[config.mk]
export PLATFORM = sky130hd
export DESIGN_NAME = flash_fe
export DESIGN_NICKNAME = d
export VERILOG_FILES = /design/src/rtl/flash_fe_pkg.sv /design/src/rtl/flash_fe_rx.sv /design/src/rtl/flash_fe_mem.sv /design/src/rtl/flash_fe_ctrl.sv /design/src/rtl/flash_fe.sv
export SDC_FILE = /design/constraint.sdc
export NUM_CORES = 1
export LEC_CHECK = 0
export BUFFER_PORTS_ARGS = -buffer_cell sky130_fd_sc_hd__buf_2
export CAP_MARGIN = 10
export CELL_PAD_IN_SITES_DETAIL_PLACEMENT = 0
export CELL_PAD_IN_SITES_GLOBAL_PLACEMENT = 2
export CORE_UTILIZATION = 45
export CTS_CLUSTER_SIZE = 10
export DETAILED_ROUTE_END_ITERATION = 7
export PLACE_DENSITY_LB_ADDON = 0.1
export SLEW_MARGIN = 5
export SYNTH_ARGS = -nofsm -noshare
export SYNTH_HDL_FRONTEND = slang
export SYNTH_SLANG_ARGS = --single-unit
[constraint.sdc]
create_clock -name clk_i -period 8.3 [get_ports clk_i]
set_input_delay 0.415 -clock clk_i [delete_from_list [all_inputs] [get_ports clk_i]]
set_output_delay 0.415 -clock clk_i [all_outputs]
set_load 0.05 [all_outputs]
[src/rtl/flash_fe_pkg.sv]
package flash_fe_pkg;
  localparam logic [7:0] OPC_READ = 8'h03;
  localparam logic [7:0] OPC_FAST = 8'h0B;
  localparam logic [7:0] OPC_RDSR = 8'h05;
  localparam logic [7:0] OPC_RDID = 8'h9F;
  localparam logic [7:0] OPC_SIG  = 8'hAB;
  localparam logic [7:0] OPC_DP   = 8'hB9;
  localparam logic [7:0] OPC_WREN = 8'h06;
  localparam logic [7:0] OPC_WRDI = 8'h04;
  localparam logic [7:0] OPC_WRSR = 8'h01;
  localparam logic [7:0] OPC_PP   = 8'h02;
  localparam logic [7:0] OPC_SE   = 8'hD8;
  localparam logic [7:0] OPC_BE   = 8'hC7;

  typedef enum logic [2:0] {
    WOP_WREN = 3'd0, WOP_WRDI = 3'd1, WOP_WRSR = 3'd2,
    WOP_PP   = 3'd3, WOP_SE   = 3'd4, WOP_BE   = 3'd5
  } wr_op_e;
endpackage

[src/rtl/flash_fe_rx.sv]
module flash_fe_rx #(
  parameter int CNT_W    = 12,
  parameter int ADDR_W   = 24,
  parameter int ARRAY_AW = 22
) (
  input  logic                clk_i,
  input  logic                rst_ni,
  input  logic                sck_i,
  input  logic                cs_ni,
  input  logic                si_i,
  output logic                sck_fall_o,
  output logic                frame_end_o,
  output logic                opc_stb_o,
  output logic [7:0]          opc_next_o,
  output logic [7:0]          opcode_o,
  output logic [ARRAY_AW-1:0] addr_o,
  output logic [CNT_W-1:0]    bit_cnt_o
);
  localparam int ADDR_LAST = ADDR_W + 7;

  logic                sck_q, cs_q, sck_rise;
  logic [ARRAY_AW-2:0] sreg_q;
  logic [CNT_W-1:0]    cnt_q;

  assign sck_rise    = sck_i & ~sck_q & ~cs_ni;
  assign sck_fall_o  = ~sck_i & sck_q & ~cs_ni;
  assign frame_end_o = cs_ni & ~cs_q;
  assign opc_next_o  = {sreg_q[6:0], si_i};
  assign opc_stb_o   = sck_rise && (cnt_q == CNT_W'(7));
  assign bit_cnt_o   = cnt_q;

  always_ff @(posedge clk_i or negedge rst_ni) begin
    if (!rst_ni) begin
      sck_q    <= 1'b0;
      cs_q     <= 1'b1;
      sreg_q   <= '0;
      cnt_q    <= '0;
      opcode_o <= '0;
      addr_o   <= '0;
    end else begin
      sck_q <= sck_i;
      cs_q  <= cs_ni;
      if (cs_ni) begin
        cnt_q <= '0;
      end else if (sck_rise) begin
        sreg_q <= {sreg_q[ARRAY_AW-3:0], si_i};
        if (cnt_q != '1) cnt_q <= cnt_q + 1'b1;
        if (cnt_q == CNT_W'(7)) opcode_o <= opc_next_o;
        // upper address bits fall off the shifter: array is 2^ARRAY_AW bytes
        if (cnt_q == CNT_W'(ADDR_LAST)) addr_o <= {sreg_q, si_i};
      end
    end
  end
endmodule

[src/rtl/flash_fe_mem.sv]
module flash_fe_mem #(
  parameter int MEM_AW   = 6,
  parameter int ARRAY_AW = 22
) (
  input  logic                clk_i,
  input  logic                rst_ni,
  input  logic                ld_en_i,
  input  logic [MEM_AW-1:0]   ld_addr_i,
  input  logic [7:0]          ld_data_i,
  input  logic [ARRAY_AW-1:0] rd_addr_i,
  output logic [7:0]          rd_data_o
);
  localparam int DEPTH = 1 << MEM_AW;

  logic [7:0] row_q [DEPTH];

  always_ff @(posedge clk_i or negedge rst_ni) begin
    if (!rst_ni) begin
      for (int r = 0; r < DEPTH; r++) row_q[r] <= 8'hFF;
    end else if (ld_en_i) begin
      row_q[ld_addr_i] <= ld_data_i;
    end
  end

  // populated window at the array base, erased above it
  assign rd_data_o = ((rd_addr_i >> MEM_AW) == '0) ? row_q[rd_addr_i[MEM_AW-1:0]] : 8'hFF;
endmodule

[src/rtl/flash_fe_ctrl.sv]
module flash_fe_ctrl
  import flash_fe_pkg::*;
#(
  parameter int         CNT_W    = 12,
  parameter int         ARRAY_AW = 22,
  parameter logic [7:0] MFR_ID   = 8'h01,
  parameter logic [7:0] TYPE_ID  = 8'h02,
  parameter logic [7:0] CAP_ID   = 8'h15,
  parameter logic [7:0] SIG_ID   = 8'h15
) (
  input  logic                clk_i,
  input  logic                rst_ni,
  input  logic                cs_ni,
  input  logic                busy_i,
  input  logic [7:0]          status_i,
  input  logic                sck_fall_i,
  input  logic                frame_end_i,
  input  logic                opc_stb_i,
  input  logic [7:0]          opc_next_i,
  input  logic [7:0]          opcode_i,
  input  logic [ARRAY_AW-1:0] addr_i,
  input  logic [CNT_W-1:0]    bit_cnt_i,
  input  logic [7:0]          rd_data_i,
  output logic [ARRAY_AW-1:0] rd_addr_o,
  output logic                so_o,
  output logic                so_oe_o,
  output logic                dp_o,
  output logic                wr_req_o,
  output logic [2:0]          wr_op_o,
  output logic [ARRAY_AW-1:0] wr_addr_o,
  output logic [CNT_W-4:0]    wr_bytes_o
);
  localparam int KW = CNT_W - 3;

  logic          ok_q;
  logic [KW-1:0] k, skip;
  logic [2:0]    b;
  logic          tx_en, is_wr;
  logic [7:0]    tx_byte;
  wr_op_e        wop;

  function automatic logic allowed(input logic [7:0] op, input logic dp, input logic busy);
    case (op)
      OPC_SIG:  return !busy;
      OPC_RDSR: return !dp;
      default:  return !dp && !busy;
    endcase
  endfunction

  assign k         = bit_cnt_i[CNT_W-1:3];
  assign b         = bit_cnt_i[2:0];
  assign skip      = (opcode_i == OPC_FAST) ? KW'(5) : KW'(4);
  assign rd_addr_o = addr_i + ARRAY_AW'(k - skip);

  always_comb begin
    tx_en   = 1'b0;
    tx_byte = 8'h00;
    case (opcode_i)
      OPC_READ, OPC_FAST: begin tx_en = (k >= skip); tx_byte = rd_data_i; end
      OPC_RDSR:           begin tx_en = (k >= KW'(1)); tx_byte = status_i; end
      OPC_SIG:            begin tx_en = (k >= KW'(4)); tx_byte = SIG_ID; end
      OPC_RDID: begin
        tx_en = (k >= KW'(1)) && (k <= KW'(3));
        tx_byte = (k == KW'(1)) ? MFR_ID : (k == KW'(2)) ? TYPE_ID : CAP_ID;
      end
      default: ;
    endcase
    tx_en = tx_en & ok_q;
  end

  always_comb begin
    is_wr = 1'b1;
    wop   = WOP_WREN;
    case (opcode_i)
      OPC_WREN: wop = WOP_WREN;
      OPC_WRDI: wop = WOP_WRDI;
      OPC_WRSR: wop = WOP_WRSR;
      OPC_PP:   wop = WOP_PP;
      OPC_SE:   wop = WOP_SE;
      OPC_BE:   wop = WOP_BE;
      default:  is_wr = 1'b0;
    endcase
  end

  always_ff @(posedge clk_i or negedge rst_ni) begin
    if (!rst_ni) begin
      ok_q       <= 1'b0;
      dp_o       <= 1'b0;
      so_o       <= 1'b0;
      so_oe_o    <= 1'b0;
      wr_req_o   <= 1'b0;
      wr_op_o    <= '0;
      wr_addr_o  <= '0;
      wr_bytes_o <= '0;
    end else begin
      wr_req_o <= 1'b0;
      if (opc_stb_i) ok_q <= allowed(opc_next_i, dp_o, busy_i);
      if (frame_end_i) begin
        ok_q <= 1'b0;
        // ok_q only set once a full opcode arrived, so bit_cnt_i >= 8 here
        if (ok_q && b == 3'd0) begin
          if (is_wr) begin
            wr_req_o   <= 1'b1;
            wr_op_o    <= wop;
            wr_addr_o  <= addr_i;
            wr_bytes_o <= k;
          end
          if (opcode_i == OPC_DP) dp_o <= 1'b1;
        end
        if (ok_q && opcode_i == OPC_SIG) dp_o <= 1'b0;
      end
      if (cs_ni) begin
        so_oe_o <= 1'b0;
      end else if (sck_fall_i) begin
        so_oe_o <= tx_en;
        so_o    <= tx_byte[~b];
      end
    end
  end
endmodule

[src/rtl/flash_fe.sv]
module flash_fe #(
  parameter int CNT_W    = 12,
  parameter int ADDR_W   = 24,
  parameter int ARRAY_AW = 22,
  parameter int MEM_AW   = 6
) (
  input  logic                clk_i,
  input  logic                rst_ni,
  input  logic                sck_i,
  input  logic                cs_ni,
  input  logic                si_i,
  output logic                so_o,
  output logic                so_oe_o,
  input  logic                busy_i,
  input  logic [7:0]          status_i,
  output logic                dp_o,
  output logic                wr_req_o,
  output logic [2:0]          wr_op_o,
  output logic [ARRAY_AW-1:0] wr_addr_o,
  output logic [CNT_W-4:0]    wr_bytes_o,
  input  logic                ld_en_i,
  input  logic [MEM_AW-1:0]   ld_addr_i,
  input  logic [7:0]          ld_data_i
);
  logic                sck_fall, frame_end, opc_stb;
  logic [7:0]          opc_next, opcode, rd_data;
  logic [ARRAY_AW-1:0] addr, rd_addr;
  logic [CNT_W-1:0]    bit_cnt;

  flash_fe_rx #(.CNT_W(CNT_W), .ADDR_W(ADDR_W), .ARRAY_AW(ARRAY_AW)) u_rx (
    .clk_i, .rst_ni, .sck_i, .cs_ni, .si_i,
    .sck_fall_o(sck_fall), .frame_end_o(frame_end), .opc_stb_o(opc_stb),
    .opc_next_o(opc_next), .opcode_o(opcode), .addr_o(addr), .bit_cnt_o(bit_cnt)
  );

  flash_fe_mem #(.MEM_AW(MEM_AW), .ARRAY_AW(ARRAY_AW)) u_mem (
    .clk_i, .rst_ni, .ld_en_i, .ld_addr_i, .ld_data_i,
    .rd_addr_i(rd_addr), .rd_data_o(rd_data)
  );

  flash_fe_ctrl #(.CNT_W(CNT_W), .ARRAY_AW(ARRAY_AW)) u_ctrl (
    .clk_i, .rst_ni, .cs_ni, .busy_i, .status_i,
    .sck_fall_i(sck_fall), .frame_end_i(frame_end), .opc_stb_i(opc_stb),
    .opc_next_i(opc_next), .opcode_i(opcode), .addr_i(addr), .bit_cnt_i(bit_cnt),
    .rd_data_i(rd_data), .rd_addr_o(rd_addr),
    .so_o, .so_oe_o, .dp_o, .wr_req_o, .wr_op_o, .wr_addr_o, .wr_bytes_o
  );
endmodule

==> reports/qor.yml, run 1 <==
min_to: "u_rx.cs_q$_DFF_PN1_"
syn_area_per_cell_um2: 14.2
hold_viol: 0
dp_slack_ps: 2640
path_clk_slew_ps: 50
worstPathRequired_ps: 8780
hold_slack_ps: 97.7
clock_skew_ps: 20.4
rr_startpoint: "u_rx.opcode_o[0]$_DFFE_PN0P_"
drive_gt1_share_pct: 66.3
areaGrowthSynthToFinish_pct: 10.8
ys_ff_latch: 616
r2r_setup_slack_ps: 2590
post-cts-setup-buffers: 0
drcViolationCount: 2
rsz0062_at_grt: "false"
p_leak_nw: 13.3
cts_tree: "done"
tns_ps: 0
grt_pass1_vias: 18451
clock_sinks: 616
seqPwrFrac_pct: 50.8
hpwl_um: 50400
drt_pass1_iterations: 7
grt_first_pass_wirelength_um: 119000
status: "finished, violations left"
final_cell_mix: "mux2_2, dfstp_2, nand2_1, mux4_2, dfrtp_1"
fin_ws_ps: 2590
hp-start: "cs_ni"
ctsResizeCount: 0
final_nets: 2176
insertion_delay_ps: 610
via_per_inst: 5.87
coreArea_mm2: 0.0657
die_h_um: 260
async_flop_share_pct: 100
finalMaxSlewViolations: 0
m1WireLength_um: 34800
swShare_pct: 22.9
via_count: 17701
ys.flop_type: "dfstp_2"
dr_wl_met3_um: 2930
gp_congestion: 0.837
grtUsageTotal_pct: 23.7
crit_path_start_kind: "register"
antenna_left: 0
tightest_slew_ps: 1240
min_path_cells: 1
combinationalPowerShare_pct: 9.7
hold_class: "input pin to register"
p_per_area_mw_per_mm2: 226
cp_slowest_cell: "fa_4"
violations: "DRC"
mostFrequentLayoutCell: "mux2_2"
setup_viol: 0
critPathCaptureType: "register"
htreeDepth: 3
p_switching_mw: 1.71
pwr-share-clk_pct: 39.5
dieArea_mm2: 0.0674
syn_area_mm2: 0.0299
synth_cell_types: 74
wl_um: 78200
yosys_warnings: 0
io_pins: 67
yosysSeqAreaShare_pct: 53.8
fmax_ghz: 0.175
yosysTopAreaCell: "dfstp_2"
wire_per_inst_um: 26.0
relSlewSlack_pct: 17.2
grt_start_max_net_pins: 176
initial_core_util_pct: 45.4
critical_path_class: "register to register"
startpoint: "u_rx.opcode_o[0]$_DFFE_PN0P_"
synth-edff-count: 0
worstPathMaxFanout: 75
die_w_um: 260
port_buffers: 66
antenna_found_initial: 0
synth_top_cell_area_share_pct: 45.1
peakVddDrop_mv: 0.174
fillers: 5610
clk_path_buf_depth: 3
fp-row-count: 94
cp_cell_sequence: "nand2_1 -> nor3_1 -> nand2_2 -> nor2_1 -> ha_1 -> ha_1 -> inv_1 -> fa_4 -> buf_12 -> mux4_2 -> mux4_2 -> nand2_1 -> nand4_1 -> nand3_1 -> a31oi_1 -> o31a_1 -> a211o_1"
reg2reg_depth: 17
critPathMaxStageDelay_ps: 1400
top_layer: "met4"
synthTopCellsByArea: "dfstp_2, mux2_2, mux4_2, dfrtp_1, nand2_1"
synthCells: 2097
drt_iter0_drc: 996
arrival_ps: 6190
p_int_mw: 5.77
fin_crit_sh_pct: 68.8
r2r-end: "u_ctrl.so_o$_DFFE_PN0P_"
fin_crit_ps: 5710
dr_wl_met2_um: 38700
syn_nets: 2152
cts-root-buf: "clkbuf_16"
cts_hold_buf: 2
grt_overflow_total: 0
cts_made_buffers: 74
max_cap_violations: 0
final cells by class:
cell class	count	area [um^2]	share of cell area [%]
timing repair buffer	94	606	1.83
inverter	16	60.1	0.181
tap	864	1080	3.27
sequential	616	16100	48.5
clock inverter	6	95.1	0.287
clock buffer	97	2030	6.14
multi-input combinational	1319	13200	39.8
antenna	1	2.50	0.00756
sequential cells by signal, indices dropped and copies added (netlist names):
name	count
u_ctrl.dp_o	1
u_ctrl.ok_q	1
u_ctrl.so_o	1
u_ctrl.so_oe_o	1
u_ctrl.wr_addr_o	22
u_ctrl.wr_bytes_o	9
u_ctrl.wr_op_o	3
u_ctrl.wr_req_o	1
u_mem.row_q	512
u_rx.addr_o	22
u_rx.bit_cnt_o	12
u_rx.cs_q	1
u_rx.opcode_o	8
u_rx.sck_q	1
u_rx.sreg_q	21
per-layer routing:
layer,GRT usage [%],up-vias
li1,-,7709
met1,32.7,9506
met2,39.4,382
met3,3.52,104
met4,5.88,0
met5,0,-
worst max-delay path: cells and delay by family, from the launching register on:
family / cells / cell delay (ps)
adders and majority gates: 3 / 1720
AOI/OAI and AO/OA: 3 / 610
DFF: 1 / 500
buffers and inverters: 2 / 570
and+or+nand+nor: 7 / 1210
muxes: 2 / 910
power by group through the flow:
stage	Clock, mW	Combinational, mW	Sequential [mW]
finish	2.95	0.726	3.80
CTS	3.04	0.737	3.79
detailed placement	0	0.735	3.84
global route	3.15	0.787	3.84
global placement	0	0.710	3.82
floorplan	0	0.538	3.75
cell families (layout without fill, tap and decap cells):
family	after synthesis	count (layout)	share of synthesized area (%)
multiplexers	726	726	32.9
flip-flops	616	616	53.8
AO/OA/AOI/OAI	137	137	3.06
adder cells (fa/ha/maj)	26	26	1.11
AND/OR/NAND/NOR	399	399	6.02
buffers and inverters	162	213	2.23
other	0	1	0
XOR/XNOR	31	31	0.909
Yosys cell counts (all sizes together) (6+ instances only):
master and count:
a211oi 6, a21o 7, a21oi 37, a31oi 7, and2 7, and3 9
buf 46, clkbuf 100, dfrtp 103, dfstp 513, ha 25, inv 15
mux2 566, mux2i 13, mux4 147, nand2 177, nand3 23, nand4 15
nor2 101, nor2b 8, nor3 23, o21a 7, o21ai 30, xnor2 21
xor2 10
how the worst max path moves through the flow:
stage,end,slack (ps),cells past startpoint
floorplan,u_ctrl.so_o$_DFFE_PN0P_,3780,19
global placement,u_ctrl.so_o$_DFFE_PN0P_,2690,17
detailed placement,u_ctrl.so_o$_DFFE_PN0P_,2640,17
CTS,u_ctrl.so_o$_DFFE_PN0P_,2650,17
global route,u_ctrl.so_o$_DFFE_PN0P_,2350,16
finish,u_ctrl.so_o$_DFFE_PN0P_,2590,17
per-stage QoR:
stage / total power [mW] / instances / cell area (um^2) / util [%]
after global placement: 4.53 / 2906 / 30900 / 47.1
after CTS: 7.57 / 3011 / 33100 / 50.3
after detailed placement: 4.57 / 2906 / 30900 / 47.1
final: 7.48 / 3013 / 33100 / 50.3
after floorplan: 4.29 / 2097 / 29900 / -
after global routing: 7.78 / 3012 / 33100 / 50.3
(Power assumes the default switching activity.)
==> run 2: changes to the inputs <==
--- a/config.mk
+++ b/config.mk
@@ -9,7 +9,7 @@
 export CAP_MARGIN = 10
 export CELL_PAD_IN_SITES_DETAIL_PLACEMENT = 0
 export CELL_PAD_IN_SITES_GLOBAL_PLACEMENT = 2
-export CORE_UTILIZATION = 45
+export CORE_UTILIZATION = 42
 export CTS_CLUSTER_SIZE = 10
 export DETAILED_ROUTE_END_ITERATION = 7
 export PLACE_DENSITY_LB_ADDON = 0.1
==> constraint.sdc (replaced) <==
create_clock -name clk_i -period 4.75 [get_ports clk_i]
set_input_delay 0.2375 -clock clk_i [delete_from_list [all_inputs] [get_ports clk_i]]
set_output_delay 0.2375 -clock clk_i [all_outputs]
set_load 0.05 [all_outputs]
==> run 2 against run 1 <==
- the run now ends clean
- global-route usage shrank 1.3 points
- setup slack lost 2400 ps
- sequential cell count is the same
- via count grew 0.44%
- core utilization shrank 2.0 points
- sequential power grew 74%
- largest cell class unchanged
- largest power group unchanged
==> reports/qor.yml, run 2 (synthesis results as in run 1) <==
port_buffers: 66  # unchanged
grt_start_max_net_pins: 152  # was 176
path_clk_slew_ps: 60  # was 50 ps
worstPathMaxFanout: 24  # was 75
die_w_um: 269  # was 260 um
final_nets: 2243  # was 2176
drt_iter0_drc: 932  # was 996
arrival_ps: 5110  # was 6190 ps
fin_crit_sh_pct: 97.0  # was 68.8%
via_per_inst: 5.62  # was 5.87
path_common_cell: "buf_12"
top_register: "u_mem.row_q"  # unchanged
crit_path_start_kind: "register"  # unchanged
max_cap_violations: 0  # unchanged
coreArea_mm2: 0.0701  # was 0.0657 mm^2
grt_first_pass_wirelength_um: 121000  # was 119000 um
finalMaxSlewViolations: 0  # unchanged
relSlewSlack_pct: 18.0  # was 17.2%
p_per_area_mw_per_mm2: 385  # was 226 mW/mm^2
wire_per_inst_um: 24.8  # was 26.0 um
wl_um: 78500  # was 78200 um
grtUsageTotal_pct: 22.4  # was 23.7%
p_leak_nw: 13.7  # was 13.3 nW
cts_tree: "done"  # unchanged
tightest_slew_ps: 1230  # was 1240 ps
mostFrequentLayoutCell: "mux2_2"  # unchanged
cp_cell_sequence: "nor3_2 -> nand2_2 -> nor2_1 -> ha_1 -> inv_1 -> ha_4 -> fa_4 -> buf_12 -> buf_12 -> mux4_2 -> mux2i_1 -> mux2_2 -> o21ai_0 -> a21oi_1 -> a311oi_1 -> o31a_1 -> a211o_1"  # was nand2_1 -> nor3_1 -> nand2_2 -> nor2_1 -> ha_1 -> ha_1 -> inv_1 -> fa_4 -> buf_12 -> mux4_2 -> mux4_2 -> nand2_1 -> nand4_1 -> nand3_1 -> a31oi_1 -> o31a_1 -> a211o_1
areaGrowthSynthToFinish_pct: 13.6  # was 10.8%
p_switching_mw: 3.06  # was 1.71 mW
final_cells: 3161  # was 3013
fp-row-count: 97  # was 94
critical_path_class: "register to register"  # unchanged
reg_top3: "u_mem.row_q: 512 flops, u_ctrl.wr_addr_o: 22 flops, u_rx.addr_o: 22 flops"  # unchanged
final_cell_mix: "mux2_2, dfstp_2, nand2_1, mux4_2, dfrtp_1"  # unchanged
clock_sinks: 616  # unchanged
gp_congestion: 0.839  # was 0.837
hold_viol: 0  # unchanged
via_count: 17779  # was 17701
critPathMaxStageDelay_ps: 990  # was 1400 ps
grt_overflow_total: 0  # unchanged
pwr-share-clk_pct: 39.1  # was 39.5%
clock_skew_ps: 17.5  # was 20.4 ps
insertion_delay_ps: 620  # was 610 ps
clk_path_buf_depth: 3  # unchanged
die_h_um: 269  # was 260 um
cts_made_buffers: 74  # unchanged
fmax_ghz: 0.217  # was 0.175 GHz
multiInputGateArea_mm2: 0.0133  # was 0.0132 mm^2
drive_gt1_share_pct: 67.9  # was 66.3%
grt_pass1_vias: 18750  # was 18451
seq_area_mm2: 0.0161  # unchanged
drcViolationCount: 0  # was 2
antenna_left: 0  # unchanged
hpwl_um: 51900  # was 50400 um
seqPwrFrac_pct: 50.8  # about the same
swShare_pct: 23.5  # was 22.9%
initial_core_util_pct: 42.6  # was 45.4%
p_int_mw: 9.99  # was 5.77 mW
setup_viol: 0  # unchanged
dp.cells: 3044  # was 2906
antenna_found_initial: 5  # was 0
largest_reg_flops: 512  # unchanged
fillers: 6199  # was 5610
cp_slowest_cell: "fa_4"  # unchanged
io_pins: 67  # unchanged
fin_crit_ps: 4610  # was 5710 ps
peakVddDrop_mv: 0.274  # was 0.174 mV
status: "finished clean"  # was finished, violations left
drt_pass1_iterations: 5  # was 7
critPathCaptureType: "register"  # unchanged
htreeDepth: 3  # unchanged
total_power_mw: 13.1  # was 7.48 mW
worstPathRequired_ps: 5250  # was 8780 ps
combinationalPowerShare_pct: 10.1  # was 9.7%
hold_class: "input pin to async pin"  # was input pin to register
cts-root-buf: "clkbuf_16"  # unchanged
dieArea_mm2: 0.0722  # was 0.0674 mm^2
-- run 2: path summary, 6_finish.rpt --
check	startpoint	end	slack, ps	depth (start not counted)
setup reg to reg	u_rx.opcode_o[5]$_DFFE_PN0P_	u_ctrl.so_o$_DFFE_PN0P_	140	17
hold reg to reg	u_ctrl.wr_bytes_o[7]$_DFFE_PN0P_	u_ctrl.wr_bytes_o[7]$_DFFE_PN0P_	470	2
hold / removal	rst_ni	u_ctrl.wr_op_o[0]$_DFFE_PN0P_	240	2
min in group clk_i	status_i[2]	u_ctrl.so_o$_DFFE_PN0P_	280	5
setup / recovery	u_rx.opcode_o[5]$_DFFE_PN0P_	u_ctrl.so_o$_DFFE_PN0P_	140	17
max in group asynchronous	rst_ni	u_mem.row_q[372]$_DFFE_PN1P_	3140	3
-- run 2: power groups by stage --
stage	registers (mW)	logic, mW	clock network, mW
6_report	6.63	1.32	5.11
2_1_floorplan	6.55	0.940	0
3_5_place_dp	6.70	1.33	0
5_1_grt	6.71	1.42	5.48
3_3_place_gp	6.66	1.29	0
4_1_cts	6.63	1.34	5.28
-- run 2: what timing repair did --
item	4_1_cts	5_1_grt
setup endpoints to repair	1	1
hold endpoints to repair	10	0
pin swaps	0	1
buffers inserted	0	2
resized for setup	1	24
hold buffers	5	0
gates cloned	0	1
-- run 2: critical path, delay by kind of cell (launching register included) --
kind / cells / cell delay, ps
mux: 3 / 680
compound gates: 5 / 1130
flops: 1 / 400
fa+ha+maj: 3 / 1320
simple gates: 3 / 440
buf+inv: 3 / 480
-- run 2: layer usage --
layer	global-route usage, %	part of all wire (%)	up-vias
li1	-	-	7868
met1	30.7	45	9468
met2	36.9	49	311
met3	3.78	3.7	124
met4	5.70	2.3	8
met5	0	0.066	-
-- run 2: area by class of cell --
class	instances	share of cell area (%)
antenna	1	0.00738
clock buffer	100	5.99
clock inverter	8	0.229
inverter	16	0.177
multi-input combinational	1320	39.1
sequential	616	47.4
tap	940	3.47
timing repair buffer	160	3.65
-- run 2: per-stage QoR --
stage	hold slack, ps	setup slack, ps	instance area [um^2]	TNS (ps)	util, %
5_1_grt	255	-17.3	33900	-17.3	48.3
4_1_cts	253	18.7	33800	0	48.2
6_report	243	145	33900	0	48.3
2_1_floorplan	-58.1	229	29900	0	-
3_3_place_gp	331	-44.2	31600	-44.2	45.1
3_5_place_dp	346	-33.0	31600	-33.0	45.1
==> run 3: changes to the inputs <==
--- a/config.mk
+++ b/config.mk
@@ -5,13 +5,14 @@
 export SDC_FILE = /design/constraint.sdc
 export NUM_CORES = 1
 export LEC_CHECK = 0
-export BUFFER_PORTS_ARGS = -buffer_cell sky130_fd_sc_hd__buf_2
+export ABC_CLOCK_PERIOD_IN_PS = 4750
 export CAP_MARGIN = 10
 export CELL_PAD_IN_SITES_DETAIL_PLACEMENT = 0
 export CELL_PAD_IN_SITES_GLOBAL_PLACEMENT = 2
 export CORE_UTILIZATION = 42
 export CTS_CLUSTER_SIZE = 10
 export DETAILED_ROUTE_END_ITERATION = 7
+export DONT_BUFFER_PORTS = 1
 export PLACE_DENSITY_LB_ADDON = 0.1
 export SLEW_MARGIN = 5
 export SYNTH_ARGS = -nofsm -noshare
==> run 3 against run 2 <==
- the flow now finishes with violations (hold timing, slew limit)
- fmax grew 1.3%
- final cell count down 2.8%
- combinational power shrank 9%
- clock power increased by 1%
- clock-buffer cell count unchanged
- via count decreased by 1.8%
- die area unchanged
- power down 0.47%
- critical path depth fell by 1
- clock skew is 2.0 ps higher
- largest cell class unchanged
==> reports/qor.yml, run 3 (synthesis results as in run 1) <==
drive_gt1_share_pct: 66.9  # was 67.9%
post-cts-setup-buffers: 0  # unchanged
r2r-end: "u_ctrl.so_o$_DFFE_PN0P_"  # unchanged
final_nets: 2160  # was 2243
insertion_delay_ps: 610  # was 620 ps
areaGrowthSynthToFinish_pct: 12.6  # was 13.6%
cp_slowest_cell: "fa_4"  # unchanged
via_per_inst: 5.68  # was 5.62
tightest_slew_ps: 2780  # was 1230 ps
grt_first_pass_wirelength_um: 119000  # was 121000 um
clock_sinks: 616  # unchanged
hpwl_um: 50000  # was 51900 um
violations: "hold timing, slew limit"
coreArea_mm2: 0.0701  # unchanged
fin_area_mm2: 0.0336  # was 0.0339 mm^2
p_per_area_mw_per_mm2: 386  # was 385 mW/mm^2
crit_path_start_kind: "register"  # unchanged
mostFrequentLayoutCell: "mux2_2"  # unchanged
antenna_left: 0  # unchanged
gp_congestion: 0.855  # was 0.839
fin_crit_ps: 4550  # was 4610 ps
cts-root-buf: "clkbuf_16"  # unchanged
path_clk_slew_ps: 60  # about the same
via_count: 17466  # was 17779
worst-path-buf-inv: 2  # was 3
critPathMaxStageDelay_ps: 850  # was 990 ps
post_dp_cell_area_mm2: 0.0311  # was 0.0316 mm^2
htreeDepth: 3  # unchanged
wire_per_inst_um: 25.3  # was 24.8 um
total_power_mw: 13.0  # was 13.1 mW
hold_slack_ps: -651  # was 243 ps
reg2reg_depth: 16  # was 17
hold_viol: 214  # was 0
cts_made_buffers: 74  # unchanged
fin_crit_sh_pct: 95.7  # was 97.0%
die_w_um: 269  # unchanged
peakVddDrop_mv: 0.235  # was 0.274 mV
io_pins: 67  # unchanged
reg_top3: "u_mem.row_q: 512 flops, u_ctrl.wr_addr_o: 22 flops, u_rx.addr_o: 22 flops"  # unchanged
worstPathRequired_ps: 5300  # was 5250 ps
top_register: "u_mem.row_q"  # unchanged
relSlewSlack_pct: -85.1  # was 18.0%
cp_top_family: "compound AO/OA/AOI/OAI gates"  # was adder cells
clock_skew_ps: 19.5  # was 17.5 ps
wl_um: 77600  # was 78500 um
cts_tree: "done"  # unchanged
worstPathMaxFanout: 52  # was 24
die_h_um: 269  # unchanged
largest_reg_flops: 512  # unchanged
setup_viol: 0  # unchanged
fp-row-count: 97  # unchanged
p_leak_nw: 13.4  # was 13.7 nW
cp_cell_sequence: "nor3_4 -> nand2_2 -> nor2_2 -> ha_2 -> ha_1 -> inv_1 -> fa_4 -> buf_12 -> mux4_2 -> nand2_1 -> and3_1 -> a2111oi_0 -> a21oi_1 -> a311oi_1 -> o31a_1 -> a211o_1"  # was nor3_2 -> nand2_2 -> nor2_1 -> ha_1 -> inv_1 -> ha_4 -> fa_4 -> buf_12 -> buf_12 -> mux4_2 -> mux2i_1 -> mux2_2 -> o21ai_0 -> a21oi_1 -> a311oi_1 -> o31a_1 -> a211o_1
grtUsageTotal_pct: 22.1  # was 22.4%
initial_core_util_pct: 42.6  # unchanged
finalMaxSlewViolations: 345  # was 0
rsz0062_at_grt: "false"
startpoint: "u_rx.opcode_o[2]$_DFFE_PN0P_"  # was u_rx.opcode_o[5]$_DFFE_PN0P_
critical_path_class: "register to register"  # unchanged
dieArea_mm2: 0.0722  # unchanged
rr_startpoint: "u_rx.opcode_o[2]$_DFFE_PN0P_"  # was u_rx.opcode_o[5]$_DFFE_PN0P_
antenna_found_initial: 1  # was 5
critPathCaptureType: "register"  # unchanged
grt_pass1_vias: 18278  # was 18750
diodes: 0  # was 1
cts_hold_buf: 12  # was 5
final_cell_mix: "mux2_2, dfstp_2, nand2_1, mux4_2, dfrtp_1"  # unchanged
port_buffers: 0  # was 66
drt_iter0_drc: 974  # was 932
r2r_setup_slack_ps: 200  # was 140 ps
fmax_ghz: 0.220  # was 0.217 GHz
drcViolationCount: 0  # unchanged
drt_pass1_iterations: 5  # unchanged
arrival_ps: 5100  # was 5110 ps
hold_class: "input pin to async pin"  # unchanged
max_cap_violations: 0  # unchanged
status: "finished, violations left"  # was finished clean
grt_start_max_net_pins: 617  # was 152
tns_ps: 0  # unchanged
grt_overflow_total: 0  # unchanged
clk_path_buf_depth: 3  # unchanged
==> run 3: where the power goes <==
| part | switching (mW) | internal (mW) |
|---|---|---|
| logic | 0.461 | 0.735 |
| registers | 0.334 | 6.29 |
| clock network | 2.11 | 3.06 |
==> run 3: area by class of cell <==
type | instances | area (um^2)
Clock buffer | 100 | 2070
Clock inverter | 5 | 65.1
Fill cell | 6293 | 36500
Inverter | 16 | 60.1
Multi-Input combinational cell | 1319 | 13300
Sequential cell | 616 | 16100
Tap cell | 940 | 1180
Timing Repair Buffer | 78 | 943
==> run 3: worst reg2reg max path, cell delays in order, from the launching register on <==
cell,delay (ps)
dfrtp_1,410
nor3_4,220
nand2_2,100
nor2_2,110
ha_2,200
ha_1,130
inv_1,70
fa_4,850
buf_12,300
mux4_2,370
nand2_1,90
and3_1,250
a2111oi_0,640
a21oi_1,130
a311oi_1,320
o31a_1,180
a211o_1,130
==> run 3: through the flow <==
stage	worst slack (ps)	util (%)	std cells	hold WS, ps
finish	204	47.9	3074	-651
floorplan	229	-	2097	-58.1
global placement	25.8	44.4	2957	-33.1
global route	9.49	47.9	3074	-704
CTS	0.0235	47.8	3074	-682
detailed placement	3.13	44.4	2957	-31.0
==> run 3: worst max path at each step <==
stage | endpoint | slack, ps | depth (start not counted)
2_1_floorplan | u_ctrl.so_o$_DFFE_PN0P_ | 230 | 19
5_1_grt | u_ctrl.so_o$_DFFE_PN0P_ | 9 | 20
6_report | u_ctrl.so_o$_DFFE_PN0P_ | 200 | 16
3_5_place_dp | u_ctrl.so_o$_DFFE_PN0P_ | 3 | 18
4_1_cts | u_ctrl.so_o$_DFFE_PN0P_ | 0.02 | 18
3_3_place_gp | u_ctrl.so_o$_DFFE_PN0P_ | 30 | 21
==> run 3: layer usage <==
| layer | global-route usage, % | routed length (um) |
|---|---|---|
| met5 | 0 | 12 |
| met4 | 6.88 | 2360 |
| met3 | 4.70 | 3870 |
| met2 | 35.8 | 37200 |
| met1 | 29.7 | 34200 |
==> run 3: what timing repair did <==
action / in CTS / in global routing
hold endpoints to repair: 1149 / 607
resized for setup: 0 / 25
setup endpoints to repair: 0 / 1
